<file path="config.mk">
export PLATFORM = sky130hd
export DESIGN_NAME = fib_seq
export DESIGN_NICKNAME = d
export VERILOG_FILES = /design/src/rtl/fib_pkg.sv /design/src/rtl/fib_term_pair.sv /design/src/rtl/fib_step_ctrl.sv /design/src/rtl/fib_seq.sv
export SDC_FILE = /design/constraint.sdc
export NUM_CORES = 1
export LEC_CHECK = 0
export ABC_AREA = 1
export BUFFER_PORTS_ARGS = -buffer_cell sky130_fd_sc_hd__buf_4
export CAP_MARGIN = 20
export CORE_MARGIN = 10
export CORE_UTILIZATION = 57
export DETAILED_ROUTE_END_ITERATION = 10
export PLACE_DENSITY = 0.85
export SYNTH_ARGS = -nofsm -noshare
export SYNTH_HDL_FRONTEND = slang
export SYNTH_SLANG_ARGS = --single-unit
</file>
<file path="constraint.sdc">
create_clock -name clk_i -period 2 [get_ports clk_i]
set_input_delay 0.2 -clock clk_i [delete_from_list [all_inputs] [get_ports clk_i]]
set_output_delay 0.2 -clock clk_i [all_outputs]
set_load 0.02 [all_outputs]
</file>
<file path="src/rtl/fib_pkg.sv">
package fib_pkg;
  parameter int unsigned IDX_W  = 4;
  parameter int unsigned TERM_W = 10;
endpackage

</file>
<file path="src/rtl/fib_term_pair.sv">
module fib_term_pair #(
  parameter int unsigned TERM_W = fib_pkg::TERM_W
) (
  input  logic              clk_i,
  input  logic              rst_ni,
  input  logic              adv_i,
  output logic [TERM_W-1:0] lag_o
);
  logic [TERM_W-1:0] lag_q, lead_q, sum;

  assign sum = lag_q + lead_q;

  // pair (lag, lead) = (F(k), F(k+1)); lag starts at 0 so index 0 needs no preload
  always_ff @(posedge clk_i or negedge rst_ni) begin
    if (!rst_ni) begin
      lag_q  <= '0;
      lead_q <= TERM_W'(1);
    end else if (adv_i) begin
      lag_q  <= lead_q;
      lead_q <= sum;
    end
  end

  assign lag_o = lag_q;

  a_r2_advance_sum: assert property (@(posedge clk_i) disable iff (!rst_ni)
    adv_i |=> (lead_q == TERM_W'($past(lag_q) + $past(lead_q))) && (lag_q == $past(lead_q)));

  a_r4_hold_when_gated: assert property (@(posedge clk_i) disable iff (!rst_ni)
    !adv_i |=> $stable(lag_q) && $stable(lead_q));

  a_r7_no_wrap: assert property (@(posedge clk_i) disable iff (!rst_ni)
    adv_i |=> lead_q >= $past(lead_q));
endmodule

</file>
<file path="src/rtl/fib_step_ctrl.sv">
module fib_step_ctrl #(
  parameter int unsigned IDX_W = fib_pkg::IDX_W
) (
  input  logic             clk_i,
  input  logic             rst_ni,
  input  logic [IDX_W-1:0] idx_i,
  output logic             adv_o,
  output logic             done_o
);
  logic [IDX_W-1:0] cnt_q;
  logic [IDX_W:0]   cnt_inc;
  logic             done_q, done_d;

  assign adv_o   = (cnt_q != idx_i);
  assign cnt_inc = {1'b0, cnt_q} + 1'b1;
  // done registers on the edge the count lands on idx
  assign done_d  = !adv_o || (cnt_inc == {1'b0, idx_i});

  always_ff @(posedge clk_i or negedge rst_ni) begin
    if (!rst_ni) begin
      cnt_q  <= '0;
      done_q <= 1'b0;
    end else begin
      if (adv_o) cnt_q <= cnt_inc[IDX_W-1:0];
      done_q <= done_q | done_d;
    end
  end

  assign done_o = done_q;

  a_r6_done_sticky: assert property (@(posedge clk_i) disable iff (!rst_ni)
    done_q |=> done_q);

  a_r3_count_step: assert property (@(posedge clk_i) disable iff (!rst_ni)
    adv_o |=> cnt_q == IDX_W'($past(cnt_q) + 1'b1));

  a_r3_count_bound: assert property (@(posedge clk_i) disable iff (!rst_ni)
    cnt_q <= idx_i);

  a_r5_zero_idx_no_step: assert property (@(posedge clk_i) disable iff (!rst_ni)
    (idx_i == '0) |-> !adv_o);

  a_r6_done_means_halted: assert property (@(posedge clk_i) disable iff (!rst_ni)
    done_q |-> !adv_o);
endmodule

</file>
<file path="src/rtl/fib_seq.sv">
module fib_seq #(
  parameter int unsigned IDX_W  = fib_pkg::IDX_W,
  parameter int unsigned TERM_W = fib_pkg::TERM_W
) (
  input  logic              clk_i,
  input  logic              rst_ni,
  input  logic [IDX_W-1:0]  idx_i,
  output logic [TERM_W-1:0] term_o,
  output logic              done_o
);
  logic adv;

  fib_step_ctrl #(.IDX_W(IDX_W)) u_ctrl (
    .clk_i (clk_i),
    .rst_ni(rst_ni),
    .idx_i (idx_i),
    .adv_o (adv),
    .done_o(done_o)
  );

  fib_term_pair #(.TERM_W(TERM_W)) u_pair (
    .clk_i (clk_i),
    .rst_ni(rst_ni),
    .adv_i (adv),
    .lag_o (term_o)
  );

  a_r4_term_stable_done: assert property (@(posedge clk_i) disable iff (!rst_ni)
    done_o |=> $stable(term_o));
endmodule

</file>
# Word level (Yosys, flattened, before mapping)
# Index checks and enable logic that the tools add are counted.
[classes]
eq_ne = 2
n_bitwise = 1
reduce_logical = 2
n_addsub = 2
[op_table]
columns = ["operator", "n"]
rows = [
  ["$add A10 B10 Y10", 1],
  ["$add A4 B1 Y5 const B", 1],
  ["$eq A5 B4 Y1", 1],
  ["$ne A4 B4 Y1", 1],
  ["$logic_not A1 Y1", 1],
  ["$logic_or A1 B1 Y1", 1],
  ["$or A1 B1 Y1", 1],
]
[word_totals]
out_inout_bits = 11
regBits = 25
word_cells = 11

# Longest topological paths before layout
# Gate-level depths: netlist (run 1).
[logic_depth]
word_depth = 4
ltp_mapped = 10

# Cells and area by module
# Synthesis (run 1) repeated with hierarchy kept, for this count alone.
[unflattened]
hier_cells = 225
hier_area_um2 = 1645.3
[by_module_without_submodules]
columns = ["module", "seq_area_each_um2", "area_per_inst_um2", "cells_each", "instances"]
rows = [
  ["fib_term_pair", 501.7, 1216.2, 157, 1],
  ["fib_step_ctrl", 125.1, 429.2, 68, 1],
]

# Worst setup path after synthesis (run 1)
# Ideal clock, no wire load.
[synth_path]
kind = "reg-to-reg"
startpoint = "register u_pair.lag_q[0] (netlist: u_pair.lag_o[0])"
endpoint = "register u_pair.lead_q[8]"
arrival_time_ps = 1738
n_path_buf = 0
setup_slack_ps = 145
required_time_ps = 1883
setup_ps = 117
period_less_slack_ps = 1855
path_stages_with_launch = 10
path_cell_list = "dfrtp_1 > ha_1 > inv_1 > fa_1 > o21ai_0 > nand2_1 > nand2_1 > nand2_1 > nand3_1 > nand2_1"
[synth_between]
elab_chain_len = 1
[synth_rtl]
columns = ["element", "line_no", "source"]
rows = [
  ["start: declaration", "fib_term_pair.sv:9", "logic [TERM_W-1:0] lag_q, lead_q, sum;"],
  ["start signal: assignment", "fib_term_pair.sv:19", "lag_q <= lead_q;"],
  ["$add A10 B10 Y10", "fib_term_pair.sv:11", "assign sum = lag_q + lead_q;"],
  ["end signal: assignment", "fib_term_pair.sv:20", "lead_q <= sum;"],
  ["end: declaration", "fib_term_pair.sv:9", ""],
]
# No other way between the ends.
# A chain may end at the register's enable or synchronous reset.

# Final worst setup path (run 1)
[layout_path]
startpoint = "register u_pair.lead_q[0]"
endpoint = "register u_pair.lead_q[8]"
[layout_between]
elab_chain_len = 1
[layout_rtl]
columns = ["element", "line_no"]
rows = [
  ["$add A10 B10 Y10", "fib_term_pair.sv:11"],
]
# No other way between the ends.

==> flow_summary.ini, run 1 <==
[critical_path]
crit_chain = ha_1 > inv_1 > fa_2 > o21ai_1 > buf_4 > nand2_1 > nand2_1 > nand2_1 > nand3_1 > nand2_1
cp-end-kind = flip-flop
critical-path-slowest-cell = dfstp_2
crit_path_start_kind = flip-flop
startpoint = u_pair.lead_q[0]
path_class = reg2reg
regToRegSetupSlack_ns = 0.17
crit_buf_inv = 2
cp.arrival_ns = 2.05
r2r_start = u_pair.lead_q[0]
reg2reg_to = u_pair.lead_q[8]
rr_worst_depth = 10
crit_path_end = u_pair.lead_q[8]
cp_max_fo = 3
path_delay_family = flip-flops
cp.depth = 10
critPathMaxStageDelay_ns = 0.55
required_ns = 2.22
cp_common_cell = nand2_1

[grt]
grt_pass1_vias = 1252
grt_max_degree = 26
grt_pass1_wl_um = 5092
grt_use_total = 0.1157
overflow = 0
antenna_found_initial = 0

[drt]
dr.pass1.iters = 4
drt_iter0_drc = 29
drc = 0
ant_nets = 0
vias_per_cell = 5.172
vias = 1262
wl_per_cell_um = 11.75
finalWirelength_um = 2868

[floorplan]
placeableCoreArea_um2 = 2522
die_area_um2 = 5193
die_h_um = 72.07
ios = 17
die_w_um = 72.07
initial_utilization = 0.6126
rows = 18

[sta]
rsz0062_at_grt = no
min_period_over_period = 0.9169
period_needed_ns = 1.834
skew_ns = 0.002442
hold_viol = 0
setup_viol = 0
drv_slew = 0
slew_headroom = 0.7879
fin_ws_ns = 0.1663
worst_pin_slew_ns = 0.3182
max_freq_mhz = 545.3
holdWs_ns = 0.2924
fin_setup_tns_ns = 0

[clock_network]
clk_latency_ns = 0.31
cts_sinks = 25
cts_tree = built
cts_buffers = 3
h-tree-depth = 1
cts_root_buf = clkbuf_4
clk_pin_slew_ns = 0.13
clock_path_buffers = 2

[place]
place_ws_ns = 0.09032
routabilityCongestion = 0.8155
numPortBuffers = 16
hpwl_um = 2197

[synthesis]
ys_seq_area_frac = 0.4057
synth.distinct_cells = 25
postSynthAreaPerCell_um2 = 7.884
netlist_area_um2 = 1545
syn-num-nets = 213
ys_warn_count = 0
syn_inst = 196
ys_ff_latch = 25

[cells_and_area]
final_net_count = 232
final_common_cell = nand2_1
antennaDiodeCount = 0
drive_gt1_frac = 0.1495
final_cell_mix = nand2_1, dfrtp_1, buf_4
nFillCells = 213
syn_to_final_growth_pct = 9.960

[outcome]
status = finished, final reports clean

[flow_run]
cap_violations = 0

[worst_hold_path]
hp-class = in2reg
min-delay-start = idx_i[2]
[sequential cells by signal, summed over array words and instances, names as in the netlist]
name / count
u_pair.lag_o: 10
u_pair.lead_q: 10
u_ctrl.cnt_q: 4
u_ctrl.done_o: 1
[tightest hold or removal path: cells and delay by family]
family / cells / cell delay (ns)
AO/OA/AOI/OAI: 1 / 0.08
AND/OR/NAND/NOR: 3 / 0.22
buffers and inverters: 1 / 0.09
[area by class of cell]
type / instances / area (µm²) / area share
inverter: 17 / 68.82 / 0.04050
sequential: 25 / 626.9 / 0.3689
multi-input combinational: 150 / 802.0 / 0.4720
clock buffer: 4 / 26.28 / 0.01546
timing repair buffer: 18 / 137.6 / 0.08100
tap: 30 / 37.54 / 0.02209
[routing by layer]
| layer | share of wire | vias to the layer above | track usage |
|---|---|---|---|
| met3 | 0.051 | 6 | 0.03265 |
| met2 | 0.48 | 14 | 0.2002 |
| li1 | - | 653 | - |
| met1 | 0.46 | 589 | 0.1273 |
| met5 | 0 | - | 0 |
| met4 | 0.017 | 0 | 0.05376 |
[kinds of logic after synthesis]
| kind of cell | Yosys count | share of synthesized area |
|---|---|---|
| compound gates | 19 | 0.07288 |
| fa+ha+maj | 11 | 0.09393 |
| buf+inv | 21 | 0.07693 |
| xor+xnor | 10 | 0.05668 |
| flops | 25 | 0.4057 |
| simple gates | 110 | 0.2939 |
[synthesized netlist by cell type (all sizes together)]
master / count / area [µm²]
nand2: 81 / 321.5
dfrtp: 24 / 600.6
inv: 17 / 68.82
nor2: 15 / 56.30
o21ai: 11 / 66.32
ha: 10 / 125.1
nand3: 10 / 50.05
a21oi: 7 / 38.79
xor2: 6 / 52.55
buf: 4 / 50.05
xnor2: 4 / 35.03
nand4: 2 / 12.51
dfstp: 1 / 26.28
fa: 1 / 20.02
nand3b: 1 / 7.510
o21a: 1 / 7.510
or2: 1 / 6.260
[what timing repair did]
action                                  4_1_cts  5_1_grt
endpoints found under the setup margin        0        2
gates resized for setup                       0        2
hold buffers                                  1        0
setup buffers                                 0        0
hold endpoints to repair                     24        0
[metrics by stage]
step	area (µm²)	utilization	instances
2_1_floorplan	1545	-	196
3_5_place_dp	1660	0.6582	239
6_report	1699	0.6736	244
4_1_cts	1697	0.6726	244
5_1_grt	1699	0.6736	244
3_3_place_gp	1660	0.6582	239
[worst min-delay path by stage]
stage	endpoint	slack (ns)	cells past startpoint
6_report	u_ctrl.done_o	0.29	5
5_1_grt	u_pair.lag_o[7]	0.30	2
4_1_cts	u_ctrl.done_o	0.29	5
3_5_place_dp	u_pair.lead_q[5]	0.12	1
3_3_place_gp	u_pair.lag_o[5]	0.12	1
2_1_floorplan	u_ctrl.cnt_q[0]	-0.1	0
Power of run 1 is left out: the tool's default activity adds up to more than one toggle a clock period on the data nets, which glitch-free logic cannot reach.
==> run 2: changes to the inputs <==
--- a/config.mk
+++ b/config.mk
@@ -9,9 +9,10 @@
 export BUFFER_PORTS_ARGS = -buffer_cell sky130_fd_sc_hd__buf_4
 export CAP_MARGIN = 20
 export CORE_MARGIN = 10
-export CORE_UTILIZATION = 57
+export CORE_UTILIZATION = 58
 export DETAILED_ROUTE_END_ITERATION = 10
-export PLACE_DENSITY = 0.85
+export PLACE_DENSITY = 0.86
 export SYNTH_ARGS = -nofsm -noshare
 export SYNTH_HDL_FRONTEND = slang
+export SYNTH_HIERARCHICAL = 1
 export SYNTH_SLANG_ARGS = --single-unit
==> flow_summary.ini, run 2 <==
[grt]
grt_pass1_vias = 1270
overflow = 0
grt_use_total = 0.1231
grt_max_degree = 26
antenna_found_initial = 0
grt_pass1_wl_um = 5540

[critical_path]
required_ns = 2.21
cp_max_fo = 3
startpoint = u_pair/lead_q[0]
crit_chain = ha_1 > inv_1 > fa_2 > o21ai_2 > buf_4 > xnor2_1 > o21ai_1
cp-end-kind = flip-flop
critPathMaxStageDelay_ns = 0.55
path_delay_family = flip-flops
critical-path-slowest-cell = dfstp_2
r2r_start = u_pair/lead_q[0]
crit_path_start_kind = flip-flop
path_class = reg2reg
cp.arrival_ns = 1.99
crit_buf_inv = 2

[cells_and_area]
nFillCells = 240
final_common_cell = nand2_1
final_net_count = 262
drive_gt1_frac = 0.1762
finalNonFillerCells = 275
final_cell_mix = nand2_1, inv_1, dfrtp_1
syn_to_final_growth_pct = 11.18
antennaDiodeCount = 0
utilization = 0.6691

[clock_network]
h-tree-depth = 1
clk_latency_ns = 0.31
cts_buffers = 3
cts_root_buf = clkbuf_4
clock_path_buffers = 2
cts_sinks = 25
cts_tree = built
clk_pin_slew_ns = 0.13

[sta]
worst_pin_slew_ns = 0.3228
drv_slew = 0
holdWs_ns = 0.3095
skew_ns = 0.002586
hold_viol = 0
rsz0062_at_grt = no
period_needed_ns = 1.786
max_freq_mhz = 560.0
min_period_over_period = 0.8928
setup_viol = 0
fin_setup_tns_ns = 0
slew_headroom = 0.7848

[synthesis]
ys_ff_latch = 25
syn-num-nets = 242
ys_warn_count = 6
synth_area_leader_cell = dfrtp_1
synth.distinct_cells = 29
netlist_area_um2 = 1645
ys_seq_area_frac = 0.3810
synth_top_area_frac = 0.3650
synth_edf_count = 0
synth_common_cells = nand2_1, inv_1, dfrtp_1, nand3_1, ha_1
synthFlopType = dfrtp_1
syn_inst = 225
synth_area_leaders = dfrtp_1, nand2_1, ha_1, inv_1, nand3_1
yosysMostFrequentCell = nand2_1
postSynthAreaPerCell_um2 = 7.313
async_flop_share = 1.000

[worst_hold_path]
hp-class = in2async

[floorplan]
ios = 17
rows = 19
die_area_um2 = 5367
die_h_um = 73.26
initial_utilization = 0.6018
placeableCoreArea_um2 = 2734
die_w_um = 73.26

[drt]
vias_per_cell = 5.033
vias = 1384
finalWirelength_um = 3238
ant_nets = 0
wl_per_cell_um = 11.77
dr.pass1.iters = 4
drt_iter0_drc = 97
drc = 0

[flow_run]
cap_violations = 0

[place]
numPortBuffers = 16
routabilityCongestion = 0.8496
place_inst = 269
hpwl_um = 2448

[outcome]
status = finished, final reports clean
-- run 2: final timing paths --
kind | to | slack [ns] | cells past startpoint
setup / recovery | u_pair/lead_q[4] | 0.21 | 7
hold / removal | u_pair/lead_q[1] | 0.31 | 2
min in group clk_i | u_ctrl/done_o | 0.32 | 7
hold reg to reg | u_ctrl/done_o | 0.50 | 2
setup reg to reg | u_pair/lead_q[4] | 0.21 | 7
max in group asynchronous | u_pair/lead_q[0] | 1.39 | 2
-- run 2: kinds of logic (layout without fill, tap and decap cells) --
| kind of cell | Yosys count | after routing | share of synthesized area |
|---|---|---|---|
| buffers and inverters | 32 | 51 | 0.08365 |
| XOR/XNOR | 6 | 6 | 0.03194 |
| flip-flops | 25 | 25 | 0.3810 |
| adder cells (fa/ha/maj) | 11 | 11 | 0.08821 |
| AO/OA/AOI/OAI | 15 | 15 | 0.06085 |
| AND/OR/NAND/NOR | 136 | 136 | 0.3544 |
-- run 2: cell type report --
class                           count  area, µm²  area share
Multi-Input combinational cell    168      883.3      0.4829
Sequential cell                    25      626.9      0.3427
Timing Repair Buffer               20      152.6     0.08345
Inverter                           27      101.3     0.05540
Tap cell                           31      38.79     0.02120
Clock buffer                        4      26.28     0.01436
-- run 2: worst register-to-register path, delay by kind of cell (launching register included) --
kind / cells / cell delay (ns)
buffers and inverters: 2 / 0.24
XOR/XNOR: 1 / 0.10
AO/OA/AOI/OAI: 2 / 0.25
adder cells (fa/ha/maj): 2 / 0.54
flip-flops: 1 / 0.55
-- run 2: stage by stage --
| stage | instance area [µm²] | worst slack, ns |
|---|---|---|
| after global routing | 1829 | 0.01705 |
| after global placement | 1783 | 0.1918 |
| after CTS | 1819 | 0.08914 |
| final | 1829 | 0.2143 |
| after floorplan | 1645 | 0.2764 |
| after detailed placement | 1783 | 0.1178 |
-- run 2: repair_timing --
| action | 4_1_cts | 5_1_grt |
|---|---|---|
| endpoints found under the hold margin | 24 | 0 |
| setup buffers | 0 | 1 |
| gates resized for setup | 0 | 1 |
| hold buffers | 1 | 0 |
| endpoints found under the setup margin | 0 | 2 |
-- run 2: per-layer routing --
| metal | wire, µm | track usage |
|---|---|---|
| met4 | 29 | 0.03165 |
| met5 | 0 | 0 |
| met3 | 168 | 0.02692 |
| met2 | 1531 | 0.2044 |
| met1 | 1508 | 0.1567 |
Power of run 2 is left out for the same reason.
